## config.mk

```make
export PLATFORM = sky130hd
export DESIGN_NAME = sdcmd_engine
export DESIGN_NICKNAME = d
export VERILOG_FILES = /design/src/rtl/sdcmd_pkg.sv /design/src/rtl/sdcmd_tx.sv /design/src/rtl/sdcmd_tmo.sv /design/src/rtl/sdcmd_rx.sv /design/src/rtl/sdcmd_engine.sv
export SDC_FILE = /design/constraint.sdc
export NUM_CORES = 1
export LEC_CHECK = 0
export ABC_AREA = 1
export BUFFER_PORTS_ARGS = -buffer_cell sky130_fd_sc_hd__buf_2
export CELL_PAD_IN_SITES_DETAIL_PLACEMENT = 1
export CELL_PAD_IN_SITES_GLOBAL_PLACEMENT = 2
export CORE_MARGIN = 3
export CORE_UTILIZATION = 33
export DETAILED_ROUTE_END_ITERATION = 12
export PLACE_DENSITY_LB_ADDON = 0.2
export SLEW_MARGIN = 30
export SYNTH_ARGS = -nofsm -noshare
export SYNTH_HDL_FRONTEND = slang
export SYNTH_SLANG_ARGS = --single-unit
```

## constraint.sdc

```tcl
create_clock -name clk -period 6.5 [get_ports clk]
set_clock_uncertainty 0.1 [all_clocks]
set_input_delay 0.975 -clock clk [delete_from_list [all_inputs] [get_ports clk]]
set_output_delay 0.975 -clock clk [all_outputs]
set_load 0.01 [all_outputs]
```

## src/rtl/sdcmd_pkg.sv

```systemverilog
package sdcmd_pkg;

    localparam int FRAME_W  = 48;
    localparam int HDR_W    = 40;
    localparam int CRC_W    = 7;
    localparam int SHORT_W  = 48;
    localparam int LONG_W   = 136;
    localparam int LONG_HDR = 8;
    localparam int IDX_W    = 6;
    localparam int ARG_W    = 32;

    typedef enum logic [1:0] {
        RSP_NONE       = 2'b00,
        RSP_LONG       = 2'b01,
        RSP_SHORT      = 2'b10,
        RSP_SHORT_BUSY = 2'b11
    } rsp_kind_e;

    typedef enum logic [1:0] {
        ST_IDLE,
        ST_SEND,
        ST_WAIT,
        ST_RECV
    } eng_state_e;

    typedef struct packed {
        logic [IDX_W-1:0] idx;
        rsp_kind_e        kind;
        logic             idx_chk;
        logic             crc_chk;
    } cmd_req_t;

    typedef struct packed {
        logic tmo;
        logic crc;
        logic endb;
        logic idx;
    } err_flags_t;

    // One serial step of x^7 + x^3 + 1.
    function automatic logic [CRC_W-1:0] crc7_step(input logic [CRC_W-1:0] c, input logic b);
        logic fb;
        fb = c[6] ^ b;
        return {c[5:3], c[2] ^ fb, c[1:0], fb};
    endfunction

    function automatic logic [CRC_W-1:0] crc7_of_hdr(input logic [HDR_W-1:0] h);
        logic [CRC_W-1:0] c;
        c = '0;
        for (int i = HDR_W - 1; i >= 0; i--) begin
            c = crc7_step(c, h[i]);
        end
        return c;
    endfunction

endpackage

```

## src/rtl/sdcmd_tx.sv

```systemverilog
module sdcmd_tx
    import sdcmd_pkg::*;
(
    input  logic               clk,
    input  logic               clr,
    input  logic               ce,
    input  logic               load,
    input  logic [FRAME_W-1:0] frame,
    input  logic               line_in,
    output logic               drv_lvl,
    output logic               drv_en,
    output logic               last,
    output logic               conflict
);
    localparam int CW = $clog2(FRAME_W);

    logic [FRAME_W-1:0] sh;
    logic [CW-1:0]      cnt;
    logic               active;

    // A driven 1 read back as 0 means another driver holds the wire.
    assign conflict = active && ce && sh[FRAME_W-1] && !line_in;
    assign last     = active && ce && !conflict && (cnt == CW'(FRAME_W - 1));
    assign drv_en   = active;
    assign drv_lvl  = active ? sh[FRAME_W-1] : 1'b1;

    always_ff @(posedge clk) begin
        if (clr) begin
            sh     <= '0;
            cnt    <= '0;
            active <= 1'b0;
        end else if (load) begin
            sh     <= frame;
            cnt    <= '0;
            active <= 1'b1;
        end else if (active && ce) begin
            if (conflict || last) begin
                active <= 1'b0;
            end else begin
                sh  <= {sh[FRAME_W-2:0], 1'b0};
                cnt <= cnt + 1'b1;
            end
        end
    end

endmodule

```

## src/rtl/sdcmd_tmo.sv

```systemverilog
module sdcmd_tmo #(
    parameter int LIMIT = 64
) (
    input  logic clk,
    input  logic clr,
    input  logic tick,
    output logic expire
);
    localparam int CW = $clog2(LIMIT + 1);

    logic [CW-1:0] cnt;

    assign expire = tick && (cnt == CW'(LIMIT - 1));

    always_ff @(posedge clk) begin
        if (clr) begin
            cnt <= '0;
        end else if (tick && !expire) begin
            cnt <= cnt + 1'b1;
        end
    end

endmodule

```

## src/rtl/sdcmd_rx.sv

```systemverilog
module sdcmd_rx
    import sdcmd_pkg::*;
(
    input  logic              clk,
    input  logic              clr,
    input  logic              ce,
    input  logic              arm,
    input  logic              en,
    input  logic              long_sel,
    input  logic [IDX_W-1:0]  exp_idx,
    input  logic              idx_chk,
    input  logic              crc_chk,
    input  logic              line_in,
    output logic [LONG_W-1:0] resp,
    output logic              fin,
    output logic              bad_crc,
    output logic              bad_end,
    output logic              bad_idx
);
    localparam int CNT_W = $clog2(LONG_W + 1);
    localparam logic [CNT_W-1:0] LEN_L   = CNT_W'(LONG_W);
    localparam logic [CNT_W-1:0] LEN_S   = CNT_W'(SHORT_W);
    localparam logic [CNT_W-1:0] WIN_LO  = CNT_W'(LONG_HDR + 1);
    localparam logic [CNT_W-1:0] WIN_HIL = CNT_W'(LONG_W - 8);
    localparam logic [CNT_W-1:0] WIN_HIS = CNT_W'(SHORT_W - 8);

    logic [LONG_W-1:0] sh, sh_n;
    logic [CNT_W-1:0]  n, n_new, len;
    logic [CRC_W-1:0]  crc;
    logic              in_win;

    assign sh_n   = {sh[LONG_W-2:0], line_in};
    assign n_new  = n + 1'b1;
    assign len    = long_sel ? LEN_L : LEN_S;
    assign in_win = long_sel ? (n_new >= WIN_LO && n_new <= WIN_HIL) : (n_new <= WIN_HIS);
    assign fin    = en && ce && (n_new == len);

    // Checks read the next-state image so flags coincide with the final bit.
    assign bad_end = !line_in;
    assign bad_crc = crc_chk && (crc != sh_n[7:1]);
    assign bad_idx = idx_chk && !long_sel && (sh_n[45:40] != exp_idx);
    assign resp    = sh;

    always_ff @(posedge clk) begin
        if (clr) begin
            sh  <= '0;
            n   <= '0;
            crc <= '0;
        end else if (arm) begin
            // The start bit is 0; it leaves a zero-seeded CRC at zero.
            sh  <= '0;
            n   <= CNT_W'(1);
            crc <= '0;
        end else if (en && ce) begin
            sh <= sh_n;
            n  <= n_new;
            if (in_win) begin
                crc <= crc7_step(crc, line_in);
            end
        end
    end

endmodule

```

## src/rtl/sdcmd_engine.sv

```systemverilog
module sdcmd_engine
    import sdcmd_pkg::*;
#(
    parameter int TMO_SAMPLES = 64
) (
    input  logic              clk,
    input  logic              rst,
    input  logic              srst,
    input  logic              sd_ce,
    input  logic              start,
    input  logic [IDX_W-1:0]  cmd_idx,
    input  logic [ARG_W-1:0]  cmd_arg,
    input  logic [1:0]        rsp_kind,
    input  logic              idx_chk_en,
    input  logic              crc_chk_en,
    input  logic              cmd_in,
    output logic              cmd_out,
    output logic              cmd_oe,
    output logic              busy,
    output logic [LONG_W-1:0] resp,
    output logic              done,
    output logic              err_timeout,
    output logic              err_crc,
    output logic              err_endbit,
    output logic              err_index
);
    logic               rst_any;
    eng_state_e         state;
    cmd_req_t           req, new_req;
    err_flags_t         err;
    logic               accept;
    logic [HDR_W-1:0]   hdr;
    logic [FRAME_W-1:0] frame;
    logic               tx_last, tx_conflict;
    logic               waiting, rx_arm, tmo_hit;
    logic               rx_fin, rx_bad_crc, rx_bad_end, rx_bad_idx;

    assign rst_any = rst | srst;
    assign accept  = (state == ST_IDLE) && sd_ce && start;
    assign new_req = '{idx: cmd_idx, kind: rsp_kind_e'(rsp_kind),
                       idx_chk: idx_chk_en, crc_chk: crc_chk_en};
    assign hdr     = {2'b01, cmd_idx, cmd_arg};
    assign frame   = {hdr, crc7_of_hdr(hdr), 1'b1};
    assign waiting = (state == ST_WAIT);
    assign rx_arm  = waiting && sd_ce && !cmd_in;
    assign busy    = (state != ST_IDLE);

    sdcmd_tx u_tx (
        .clk      (clk),
        .clr      (rst_any),
        .ce       (sd_ce),
        .load     (accept),
        .frame    (frame),
        .line_in  (cmd_in),
        .drv_lvl  (cmd_out),
        .drv_en   (cmd_oe),
        .last     (tx_last),
        .conflict (tx_conflict)
    );

    sdcmd_tmo #(.LIMIT(TMO_SAMPLES)) u_tmo (
        .clk    (clk),
        .clr    (rst_any | accept),
        .tick   (waiting && sd_ce && cmd_in),
        .expire (tmo_hit)
    );

    sdcmd_rx u_rx (
        .clk      (clk),
        .clr      (rst_any),
        .ce       (sd_ce),
        .arm      (rx_arm),
        .en       (state == ST_RECV),
        .long_sel (req.kind == RSP_LONG),
        .exp_idx  (req.idx),
        .idx_chk  (req.idx_chk),
        .crc_chk  (req.crc_chk),
        .line_in  (cmd_in),
        .resp     (resp),
        .fin      (rx_fin),
        .bad_crc  (rx_bad_crc),
        .bad_end  (rx_bad_end),
        .bad_idx  (rx_bad_idx)
    );

    always_ff @(posedge clk) begin
        if (rst_any) begin
            state <= ST_IDLE;
            req   <= '0;
            done  <= 1'b0;
            err   <= '0;
        end else begin
            done <= 1'b0;
            err  <= '0;
            case (state)
                ST_IDLE: begin
                    if (accept) begin
                        state <= ST_SEND;
                        req   <= new_req;
                    end
                end
                ST_SEND: begin
                    if (tx_conflict) begin
                        state   <= ST_IDLE;
                        err.tmo <= 1'b1;
                        err.crc <= 1'b1;
                    end else if (tx_last) begin
                        if (req.kind == RSP_NONE) begin
                            state <= ST_IDLE;
                            done  <= 1'b1;
                        end else begin
                            state <= ST_WAIT;
                        end
                    end
                end
                ST_WAIT: begin
                    if (rx_arm) begin
                        state <= ST_RECV;
                    end else if (tmo_hit) begin
                        state   <= ST_IDLE;
                        err.tmo <= 1'b1;
                    end
                end
                ST_RECV: begin
                    if (rx_fin) begin
                        state    <= ST_IDLE;
                        done     <= 1'b1;
                        err.crc  <= rx_bad_crc;
                        err.endb <= rx_bad_end;
                        err.idx  <= rx_bad_idx;
                    end
                end
                default: state <= ST_IDLE;
            endcase
        end
    end

    assign err_timeout = err.tmo;
    assign err_crc     = err.crc;
    assign err_endbit  = err.endb;
    assign err_index   = err.idx;

endmodule

```

; Yosys cells after proc, flatten, opt, wreduce, memory -nomap -nowiden
; Cells that the tools add are included.
[word_totals]
reg_bits = 230
word_cells = 185
[op_classes]
n_reduce_logical = 38
n_eq_ne = 14
bitwise_logic = 78
addsub = 3
magnitude_cmp = 3
muxes = 30
[op_table]
columns = op, count
row1 = $mux 47, 3
row2 = $xor 1x1->1, 71
row3 = $logic_and 1x1->1, 18
row4 = $mux 2, 8
row5 = $mux 1, 13
row6 = $reduce_and 2->1, 5
row7 = $add 8x1->8 const B, 1
row8 = $eq 8x8->1, 1
row9 = $ge 8x4->1 const B, 1
row10 = $le 8x6->1 const B, 1
row11 = $le 8x8->1 const B, 1
row12 = $mux 8, 1
row13 = $pmux 2 s4, 1
row14 = $reduce_bool 2->1, 4
row15 = $add 7x1->7 const B, 1
row16 = $eq 7x6->1 const B, 1
row17 = $ne 7x7->1, 1
row18 = $add 6x1->6 const B, 1
row19 = $eq 6x6->1 const B, 1
row20 = $ne 2x2->1 const B, 3
row21 = $ne 3x1->1 const B, 2
row22 = $ne 6x6->1, 1
row23 = $pmux 1 s2, 3
row24 = $not 1->1, 5
row25 = other kinds (10), 18

; Longest topological paths before layout
; Gate-level depths: netlist of the first run.
[logic_depth]
word_depth = 19
ltp_mapped = 28

; By module
; From an unflattened synthesis of the first run, not the netlist that was laid out.
[unflattened]
hier_cells = 1649
hier_area_um2 = 11060.6
[by_module_without_submodules]
columns = mod, n_inst, cells_per_inst, seq_area_each_um2, area_per_inst_um2
row1 = sdcmd_rx, 1, 757, 3022.9, 5745.5
row2 = sdcmd_tx, 1, 434, 1101.1, 2726.4
row3 = sdcmd_engine, 1, 400, 340.3, 2199.6
row4 = sdcmd_tmo, 1, 58, 140.1, 389.1

; Worst setup path before layout of the first run
; OpenSTA, ideal clock, no wires.
[synth_path]
path_type = input-to-reg
start = input port cmd_idx[3]
end = register u_tx.sh[4]
cell_stages = 25
slack_ps = 3562
setup_ps = 109
required_time_ps = 6291
t_arrival_ps = 2729
path_cell_list = buf_6 > inv_1 > nand2_1 > nand2_2 > nand2_1 > nand2_1 > nand3_1 > nand2_1 > nand3_1 > nand2_1 > nand2_1 > nand2_1 > nand2_1 > nand2_2 > inv_1 > nand3_1 > nand2_1 > nand2_1 > nand2_1 > nand2_1 > nand3_1 > nand2_1 > nand3_1 > nand2_1 > inv_1
[synth_via]
elab_chain_cells = 18
[synth_rtl]
columns = item, line
row1 = "start, declared", sdcmd_engine.sv:11  ; input logic [IDX_W-1:0] cmd_idx,
row2 = $xor 1x1->1 or $not 1->1 (tied branches), -
row3 = $xor 1x1->1, sdcmd_pkg.sv:43  ; fb = c[6] ^ b;
row4 = $xor 1x1->1, sdcmd_pkg.sv:44  ; return {c[5:3], c[2] ^ fb, c[1:0], fb};
row5 = $xor 1x1->1, sdcmd_pkg.sv:43
row6 = $xor 1x1->1, sdcmd_pkg.sv:44
row7 = $xor 1x1->1, sdcmd_pkg.sv:43
row8 = $xor 1x1->1, sdcmd_pkg.sv:44
row9 = $xor 1x1->1, sdcmd_pkg.sv:43
row10 = [... 2 more ...], -
row11 = $xor 1x1->1, sdcmd_pkg.sv:44
row12 = $xor 1x1->1, sdcmd_pkg.sv:43
row13 = $xor 1x1->1, sdcmd_pkg.sv:44
row14 = $xor 1x1->1, sdcmd_pkg.sv:43
row15 = $xor 1x1->1, sdcmd_pkg.sv:44
row16 = $xor 1x1->1, sdcmd_pkg.sv:43
row17 = $xor 1x1->1 *, sdcmd_pkg.sv:44
row18 = $mux 47 *, sdcmd_tx.sv:32  ; end else if (load) begin
row19 = "end signal, assigned", sdcmd_tx.sv:33  ; sh <= frame;
row20 = "end signal, assigned", sdcmd_tx.sv:40  ; sh <= {sh[FRAME_W-2:0], 1'b0};
row21 = "end, declared", sdcmd_tx.sv:17  ; logic [FRAME_W-1:0] sh;
; Mark *: on every way between the ends. The rest lies on a longest branch, timed or not.
; A chain may end at the register's enable or synchronous reset.

; Worst setup path after layout of the first run
[layout_path]
start = register state[0]
end = register u_rx.sh[84], in the netlist u_rx.resp[84]
[layout_via]
elab_chain_cells = 4
[layout_rtl]
columns = item, line
row1 = "start, declared", sdcmd_engine.sv:28  ; eng_state_e state;
row2 = "start signal, assigned", sdcmd_engine.sv:88  ; state <= ST_IDLE;
row3 = "start signal, assigned", sdcmd_engine.sv:98  ; state <= ST_SEND;
row4 = "start signal, assigned", sdcmd_engine.sv:104  ; state <= ST_IDLE;
row5 = $eq 2x2->1, sdcmd_engine.sv:44  ; assign waiting = (state == ST_WAIT);
row6 = $logic_and 1x1->1 (2 in series), sdcmd_engine.sv:45  ; assign rx_arm = waiting && sd_ce && !cmd_in;
row7 = $reduce_or 2->1 (no line), -
row8 = "end signal, assigned", sdcmd_rx.sv:55  ; sh <= sh_n;
row9 = "end, declared", sdcmd_rx.sv:27  ; logic [LONG_W-1:0] sh, sh_n;
; Several ways; a longest one is shown, not always the timed one.

==> results_tabular.tex, run 1 <==
\begin{tabular}{lr}
\hline
Metric & Value \\
\hline
\multicolumn{2}{l}{\textbf{Outcome}} \\
Run status & finished, final reports clean \\
\multicolumn{2}{l}{\textbf{Layout}} \\
Count of nets after finishing & about 1,600 \\
Proportion of layout cells with a drive suffix above 1 & 17.8\% \\
Area of combinational cells with multiple inputs & about 0.0048 mm2 \\
Filler Cell Count & around 3,800 \\
Area taken by flip-flops and latches & 0.00460 mm2 \\
Relative area change from synthesis to final layout & 20.8\% \\
Diode insertion count for antenna repair & 0 \\
\multicolumn{2}{l}{\textbf{Power}} \\
Peak VDD IR & around 0.16 mV \\
Static power due to leakage & between 5 and 6 nW \\
Cell area power density & $\sim$270 mW/mm2 \\
Total Power & around 3.3 mW \\
\multicolumn{2}{l}{\textbf{STA}} \\
Final setup violation count & 0 \\
Worst Tran Pin Value & 829 ps \\
Max transition margin & between 40\% and 50\% \\
Setup repair after global routing missed its margin & no \\
Final critical-path required period & between 3000 and 4000 ps \\
Final critical-path share of the clock period & 47.7\% \\
Final Slew Violations & 0 \\
Total Negative Setup Slacks & 0 ps \\
F\_max & approximately 0.32 GHz \\
Hold violation count in the final report & 0 \\
\multicolumn{2}{l}{\textbf{CTS}} \\
Count of clock tree sinks & 230 \\
Cell at the root of the clock tree & clkbuf\_16 \\
TritonCTS Buffers & 26 \\
Clock transition at the registers of the reported paths & 60 ps \\
Post-CTS sizing & 0 \\
Post-CTS setup-driven buffer insertion count & 0 \\
Clk Latency, worst-skew pair & 510 ps \\
CTS HTree Levels & 1 \\
Hold-fix buffers at CTS & 0 \\
Largest buffer count on any clock path & 3 \\
TritonCTS clock tree & built \\
\multicolumn{2}{l}{\textbf{Worst setup path}} \\
Setup Crit Path Kind & reg2reg \\
Type of origin of the critical path & flop \\
Worst Path Arrival & approximately 3400 ps \\
Cell chain of the critical path & ha\_1 > nand2\_4 > inv\_4 > buf\_4 > nand2\_1 > a21oi\_1 \\
CP top delay family & buffers and inverters \\
Worst endpoint required time & around 7000 ps \\
CP Capture Type & flop \\
Critical path peak fanout & 78 \\
Critical-path top delay cell & inv\_4 \\
Slowest Stage Delay on Critical Path & 730 ps \\
CP Buf/Inv Count & 2 \\
\multicolumn{2}{l}{\textbf{Detailed routing}} \\
Vias per cell & approximately 4.9 \\
1st-iter DRT viols & around 460 \\
Remaining DRCs & 0 \\
Via count & a little under 10,000 \\
Routed wire per std cell & $\sim$15 um \\
TritonRoute pass-1 iters & 4 \\
Antenna-violating nets left & 0 \\
Wire length reported by the detailed router & 29,900 um \\
\multicolumn{2}{l}{\textbf{Floorplanning}} \\
Number of top-level pins & 192 \\
Die Area & 0.0325 mm2 \\
Starting utilization of the core area & 33.6\% \\
Core Area & approximately 0.030 mm2 \\
Die Ht & 180 um \\
Horizontal die dimension & approximately 180 um \\
Site Rows & between 60 and 70 \\
\multicolumn{2}{l}{\textbf{Global routing}} \\
Number of antenna violations at the first check in global routing & 0 \\
Number of global-route vias before repair & 9,624 \\
First-pass GRT wire length & between 40,000 and 50,000 um \\
Total overflow reported by the global router & 0 \\
Largest net degree at the start of global routing & 79 \\
GR Util All Layers & around 18\% \\
\multicolumn{2}{l}{\textbf{Synthesis}} \\
Mean post-synth cell area & about 7 um2 \\
Synthesized netlist net count & 1,474 \\
Syn Inst Count & about 1,400 \\
Post-synth top area cell & dfxtp\_1 \\
Netlist Area Pre-Place & between 0.01 and 0.015 mm2 \\
Number of register bits inferred by synthesis & 230 \\
Yosys warnings & 0 \\
Library cells used by synthesis & 35 \\
Sequential element share of the synthesized area & between 40\% and 50\% \\
Fraction of synthesized cell area taken by the top area cell type & 46.0\% \\
Most area-consuming cells after synthesis & dfxtp\_1 46\%, nand2\_1 19\%, a21oi\_1 8.8\% \\
\multicolumn{2}{l}{\textbf{Placed design}} \\
Detailed placement HPWL & between 20,000 and 25,000 um \\
Final weighted congestion of routability-driven global placement & roughly 0.76 \\
\# port buffers & between 150 and 200 \\
\multicolumn{2}{l}{\textbf{Flow run}} \\
Reported max-cap violation count & 0 \\
\multicolumn{2}{l}{\textbf{Worst hold path}} \\
Min-delay worst type & reg2reg \\
\hline
\end{tabular}
## Yosys cell counts
cell type / n
dfxtp_1: 230
nor4_1: 2
o211ai_1: 2
buf_1: 4
buf_6: 1
o21ai_0: 28
inv_1: 94
ha_1: 8
xnor2_1: 10
nand4_1: 8
nand3_1: 77
nand2_2: 25
inv_2: 6
o21bai_1: 1
or2_2: 4
o41ai_1: 2
nor2_1: 100
xor2_1: 16
a21oi_1: 176
o22ai_1: 1
nand3_2: 4
a221oi_1: 31
o21ai_1: 1
clkinv_1: 2
buf_2: 1
clkbuf_1: 63
nor3_1: 5
a31oi_1: 9
and3_1: 1
nand2_1: 495
o221a_2: 3
a211oi_1: 1
a311oi_1: 1
a22oi_1: 5
nor2_2: 1
## logic make-up after synthesis
group,after synthesis,synth area share [%]
DFF,230,46.0
AOI/OAI and AO/OA,261,14.9
xor gates and xnor gates,26,2.27
and+or+nand+nor,722,29.4
adders and majority gates,8,1.00
buffers and inverters,171,6.50
## stage by stage
step                worst slack [ps]  instances  hold WS (ps)  util [%]  cell area [um2]
CTS                             3370       1986           366      40.6            12100
finish                          3400       1986           360      40.6            12100
global placement                2900       1939           349      37.8            11300
detailed placement              2860       1939           357      37.8            11300
floorplan                       3560       1418           339         -            10000
global route                    3010       1986           396      40.6            12100
## sequential cells by signal (all words and copies together) (netlist names)
register	cells
u_rx.n	8
done	1
err_timeout	1
u_tx.cnt	6
u_tx.drv_en	1
u_tx.sh	48
u_rx.crc	7
u_tmo.cnt	7
u_rx.resp	136
err_crc	1
state	2
req	10
err_endbit	1
err_index	1
## cell usage in the layout (no fill, tap or decap), drive strengths merged, types with 29 or more instances in the layout
| master | synthesis | layout |
|---|---|---|
| nor2 | 101 | 101 |
| dfxtp | 230 | 230 |
| nand2 | 520 | 520 |
| o21ai | 29 | 29 |
| inv | 100 | 100 |
| nand3 | 81 | 81 |
| buf | 6 | 200 |
| a221oi | 31 | 31 |
| a21oi | 176 | 176 |
| clkbuf | 63 | 42 |
## final timing paths
check / start / end / slack [ps] / cells past startpoint
max reg2reg: state[0]$_SDFFE_PP0P_ / u_rx.resp[84]$_SDFFE_PP0P_ / 3400 / 6
max: state[0]$_SDFFE_PP0P_ / u_rx.resp[84]$_SDFFE_PP0P_ / 3400 / 6
min reg2reg: req[1]$_SDFFE_PP0P_ / req[1]$_SDFFE_PP0P_ / 360 / 2
min: req[1]$_SDFFE_PP0P_ / req[1]$_SDFFE_PP0P_ / 360 / 2
## worst min-delay path, delay by kind of cell (launching register included)
kind	cells	cell delay, ps
DFF	1	300
and+or+nand+nor	1	60
AOI/OAI and AO/OA	1	50
## layout make-up
class,instances,area share (%)
flip-flops and latches,230,38.1
multi-input cells,1017,39.4
inverters,102,3.21
well taps,390,4.03
clock buffers,42,6.38
clock inverters,5,0.414
repair buffers,200,8.46
## layer usage
layer,global-route usage (%),part of all wire [%]
met5,0,0
met1,24.2,47
met4,3.62,1.8
met3,2.60,3.6
met2,30.7,47
## power by group
group	internal, mW	switching (mW)	leakage [nW]	total [mW]
clock network	0.846	0.563	0.404	1.41
registers	1.42	0.00804	1.85	1.43
logic	0.136	0.308	2.94	0.444
total	2.41	0.879	5.20	3.28
Power figures use the tool's default switching activity.
==> run 2: changes to the inputs <==
Settings changed: CORE_UTILIZATION 33 to 30.
Clock period 6.5 ns to 3.2 ns, I/O delays scaled along.
==> results_tabular.tex, run 2 (synthesis results as in run 1) <==
\begin{tabular}{lr}
\hline
Metric & Value \\
\hline
\multicolumn{2}{l}{\textbf{Power}} \\
Internal power summed over all cells & 5.36 mW (was 2.41 mW) \\
Clock share of power & 47.4\% (was 42.9\%) \\
Switching share of total power & 26.0\% (was 26.8\%) \\
Part of the total power dissipated in sequential elements & 40.1\% (was 43.6\%) \\
Peak VDD IR & 0.370 mV (was 0.159 mV) \\
Combinational Power Share & 12.5\% (was 13.5\%) \\
Static power due to leakage & 5.32 nW (was 5.20 nW) \\
Cell area power density & 584 mW/mm2 (was 272 mW/mm2) \\
Sw power & 1.88 mW (was 0.879 mW) \\
\multicolumn{2}{l}{\textbf{CTS}} \\
Clock transition at the registers of the reported paths & 60 ps (about the same) \\
Hold-fix buffers at CTS & 0 (unchanged) \\
Cell at the root of the clock tree & clkbuf\_16 (unchanged) \\
Post-CTS setup-driven buffer insertion count & 0 (unchanged) \\
Count of clock tree sinks & 230 (unchanged) \\
Largest buffer count on any clock path & 3 (unchanged) \\
Post-CTS sizing & 0 (unchanged) \\
TritonCTS clock tree & built (unchanged) \\
TritonCTS Buffers & 27 (was 26) \\
Clk Latency, worst-skew pair & 540 ps (was 510 ps) \\
CTS HTree Levels & 1 (unchanged) \\
\multicolumn{2}{l}{\textbf{Floorplanning}} \\
Number of top-level pins & 192 (unchanged) \\
Starting utilization of the core area & 30.6\% (was 33.6\%) \\
Core Area & 0.0327 mm2 (was 0.0298 mm2) \\
Horizontal die dimension & 189 um (was 180 um) \\
Site Rows & 66 (was 63) \\
Die Ht & 189 um (was 180 um) \\
Die Area & 0.0356 mm2 (was 0.0325 mm2) \\
\multicolumn{2}{l}{\textbf{STA}} \\
Max transition margin & 56.0\% (was 44.7\%) \\
Worst setup margin & 478 ps (was 3400 ps) \\
Setup repair after global routing missed its margin & no (unchanged) \\
Final critical-path share of the clock period & 85.1\% (was 47.7\%) \\
F\_max & 0.367 GHz (was 0.323 GHz) \\
Total Negative Setup Slacks & 0 ps (unchanged) \\
Worst Tran Pin Value & 659 ps (was 829 ps) \\
Final Slew Violations & 0 (unchanged) \\
Final setup violation count & 0 (unchanged) \\
Worst hold slack & 117 ps (was 360 ps) \\
Final critical-path required period & 2720 ps (was 3100 ps) \\
Hold violation count in the final report & 0 (unchanged) \\
\multicolumn{2}{l}{\textbf{Worst setup path}} \\
Critical-path top delay cell & o41ai\_1 (was inv\_4) \\
Critical Path Most Common Cell & nand2\_1 \\
Path depth of the worst reg2reg path & 14 (was 6) \\
Worst endpoint required time & 3490 ps (was 6840 ps) \\
Slowest Stage Delay on Critical Path & 510 ps (was 730 ps) \\
Worst Path Arrival & 3010 ps (was 3440 ps) \\
Cell chain of the critical path & ha\_1 > nand2\_1 > inv\_1 > nand2\_1 > nand2\_1 > nand2\_1 > inv\_1 > nand2\_1 > o41ai\_1 > nand3\_1 > nand2\_1 > nand2\_1 > nor3\_1 > a211oi\_1 (was ha\_1 > nand2\_4 > inv\_4 > buf\_4 > nand2\_1 > a21oi\_1) \\
CP top delay family & simple AND/OR/NAND/NOR gates (was buffers and inverters) \\
Type of origin of the critical path & flop (unchanged) \\
Setup Crit Path Kind & reg2reg (unchanged) \\
Critical path peak fanout & 6 (was 78) \\
Internal reg-to-reg setup slack & 480 ps (was 3400 ps) \\
Endpoint of the worst register-to-register path & state[0]\$\_SDFFE\_PP0P\_ (was u\_rx.resp[84]\$\_SDFFE\_PP0P\_) \\
CP Buf/Inv Count & 2 (unchanged) \\
Origin of the critical flop-to-flop path & u\_rx.n[0]\$\_SDFFE\_PP0P\_ (was state[0]\$\_SDFFE\_PP0P\_) \\
CP Capture Type & flop (unchanged) \\
\multicolumn{2}{l}{\textbf{Layout}} \\
Diode insertion count for antenna repair & 0 (unchanged) \\
Flip-flop count of the largest register, all copies and words added & 136 (unchanged) \\
Most frequent standard cell in the layout excluding fill and tap cells & nand2\_1 (unchanged) \\
Count of nets after finishing & 1,637 (was 1,633) \\
Final Cell Area & 0.0124 mm2 (was 0.0121 mm2) \\
Proportion of layout cells with a drive suffix above 1 & 18.6\% (was 17.8\%) \\
Count of placed standard cells in the final layout, fillers left out & 2,043 (was 1,986) \\
Commonest cells after routing, fill and taps aside & 494 x nand2\_1, 230 x dfxtp\_1, 191 x buf\_2, 176 x a21oi\_1, 98 x nor2\_1 (was 494 x nand2\_1, 230 x dfxtp\_1, 191 x buf\_2, 176 x a21oi\_1, 99 x nor2\_1) \\
Relative area change from synthesis to final layout & 24.0\% (was 20.8\%) \\
\multicolumn{2}{l}{\textbf{Detailed routing}} \\
Antenna-violating nets left & 0 (unchanged) \\
Via count & 9,673 (was 9,662) \\
Vias per cell & 4.73 (was 4.87) \\
Remaining DRCs & 0 (unchanged) \\
TritonRoute pass-1 iters & 4 (unchanged) \\
1st-iter DRT viols & 416 (was 456) \\
Routed wire per std cell & 15.2 um (was 15.1 um) \\
Wire length reported by the detailed router & 31,000 um (was 29,900 um) \\
\multicolumn{2}{l}{\textbf{Global routing}} \\
Total overflow reported by the global router & 0 (unchanged) \\
First-pass GRT wire length & 50,400 um (was 50,000 um) \\
Number of global-route vias before repair & 9,581 (was 9,624) \\
Largest net degree at the start of global routing & 139 (was 79) \\
Number of antenna violations at the first check in global routing & 0 (unchanged) \\
GR Util All Layers & 16.8\% (was 18.0\%) \\
\multicolumn{2}{l}{\textbf{Worst hold path}} \\
Min-delay worst type & in2reg (was reg2reg) \\
Worst hold path stage count & 3 (was 2) \\
Worst min-delay path startpoint & idx\_chk\_en (was req[1]\$\_SDFFE\_PP0P\_) \\
Endpoint of the worst hold path & req[1]\$\_SDFFE\_PP0P\_ (unchanged) \\
\multicolumn{2}{l}{\textbf{Placed design}} \\
\# port buffers & 191 (unchanged) \\
Placed cell count & 1,994 (was 1,939) \\
Area of placed instances & 0.0114 mm2 (was 0.0113 mm2) \\
Detailed placement HPWL & 21,900 um (was 21,100 um) \\
Final weighted congestion of routability-driven global placement & 0.788 (was 0.760) \\
Pre-CTS setup slack & 208 ps (was 2860 ps) \\
\multicolumn{2}{l}{\textbf{Flow run}} \\
Reported max-cap violation count & 0 (unchanged) \\
\multicolumn{2}{l}{\textbf{Outcome}} \\
Run status & finished, final reports clean (unchanged) \\
\hline
\end{tabular}
==> run 2: cell types whose count changed in the layout (fill, tap and decap cells not counted), sizes merged <==
| cell | delta |
|---|---|
| clkbuf | -8 |
| clkinv | +3 |
| inv | +1 |
| buf | +3 |
| bufinv | +6 |
==> run 2: area by class of cell <==
class	count	area, um2
fill	4181	20300
multi-input combinational	1017	4770
sequential	230	4600
timing repair buffer	203	1100
clock buffer	34	732
tap	442	553
inverter	102	388
clock inverter	15	269
==> run 2: tightest hold or removal path: cells and delay by family <==
kind / cells / cell delay, ps
and+or+nand+nor: 1 / 70
AOI/OAI and AO/OA: 1 / 60
buffers and inverters: 1 / 90
==> run 2: how the worst max path moves through the flow <==
stage,start,endpoint,slack [ps],depth (start not counted)
after detailed placement,cmd_idx[3],u_tx.sh[4]$_SDFFE_PP0P_,210,25
after global placement,cmd_idx[5],u_tx.sh[4]$_SDFFE_PP0P_,270,26
after floorplan,cmd_idx[3],u_tx.sh[4]$_SDFFE_PP0P_,760,25
after CTS,u_rx.n[0]$_SDFFE_PP0P_,state[0]$_SDFFE_PP0P_,410,14
after global routing,u_rx.n[0]$_SDFFE_PP0P_,state[0]$_SDFFE_PP0P_,150,15
final,u_rx.n[0]$_SDFFE_PP0P_,state[0]$_SDFFE_PP0P_,480,14
==> run 2: per-stage QoR <==
stage | power [mW] | util (%)
after floorplan | 3.63 | -
after global placement | 3.87 | 34.9
final | 7.25 | 38.0
after CTS | 7.38 | 38.0
after global routing | 7.63 | 38.0
after detailed placement | 3.89 | 34.9
==> run 2: layer usage <==
layer / track usage, % / share of wire (%)
met1: 23.2 / 49
met2: 28.1 / 46
met3: 2.23 / 3.6
met4: 3.72 / 1.8
met5: 0 / 0
==> run 2: power by group through the flow <==
stage,logic (mW),registers (mW),clock network (mW)
detailed placement,0.915,2.97,0
finish,0.904,2.91,3.43
global placement,0.899,2.97,0
global route,1.05,2.91,3.67
floorplan,0.664,2.96,0
CTS,0.918,2.91,3.56
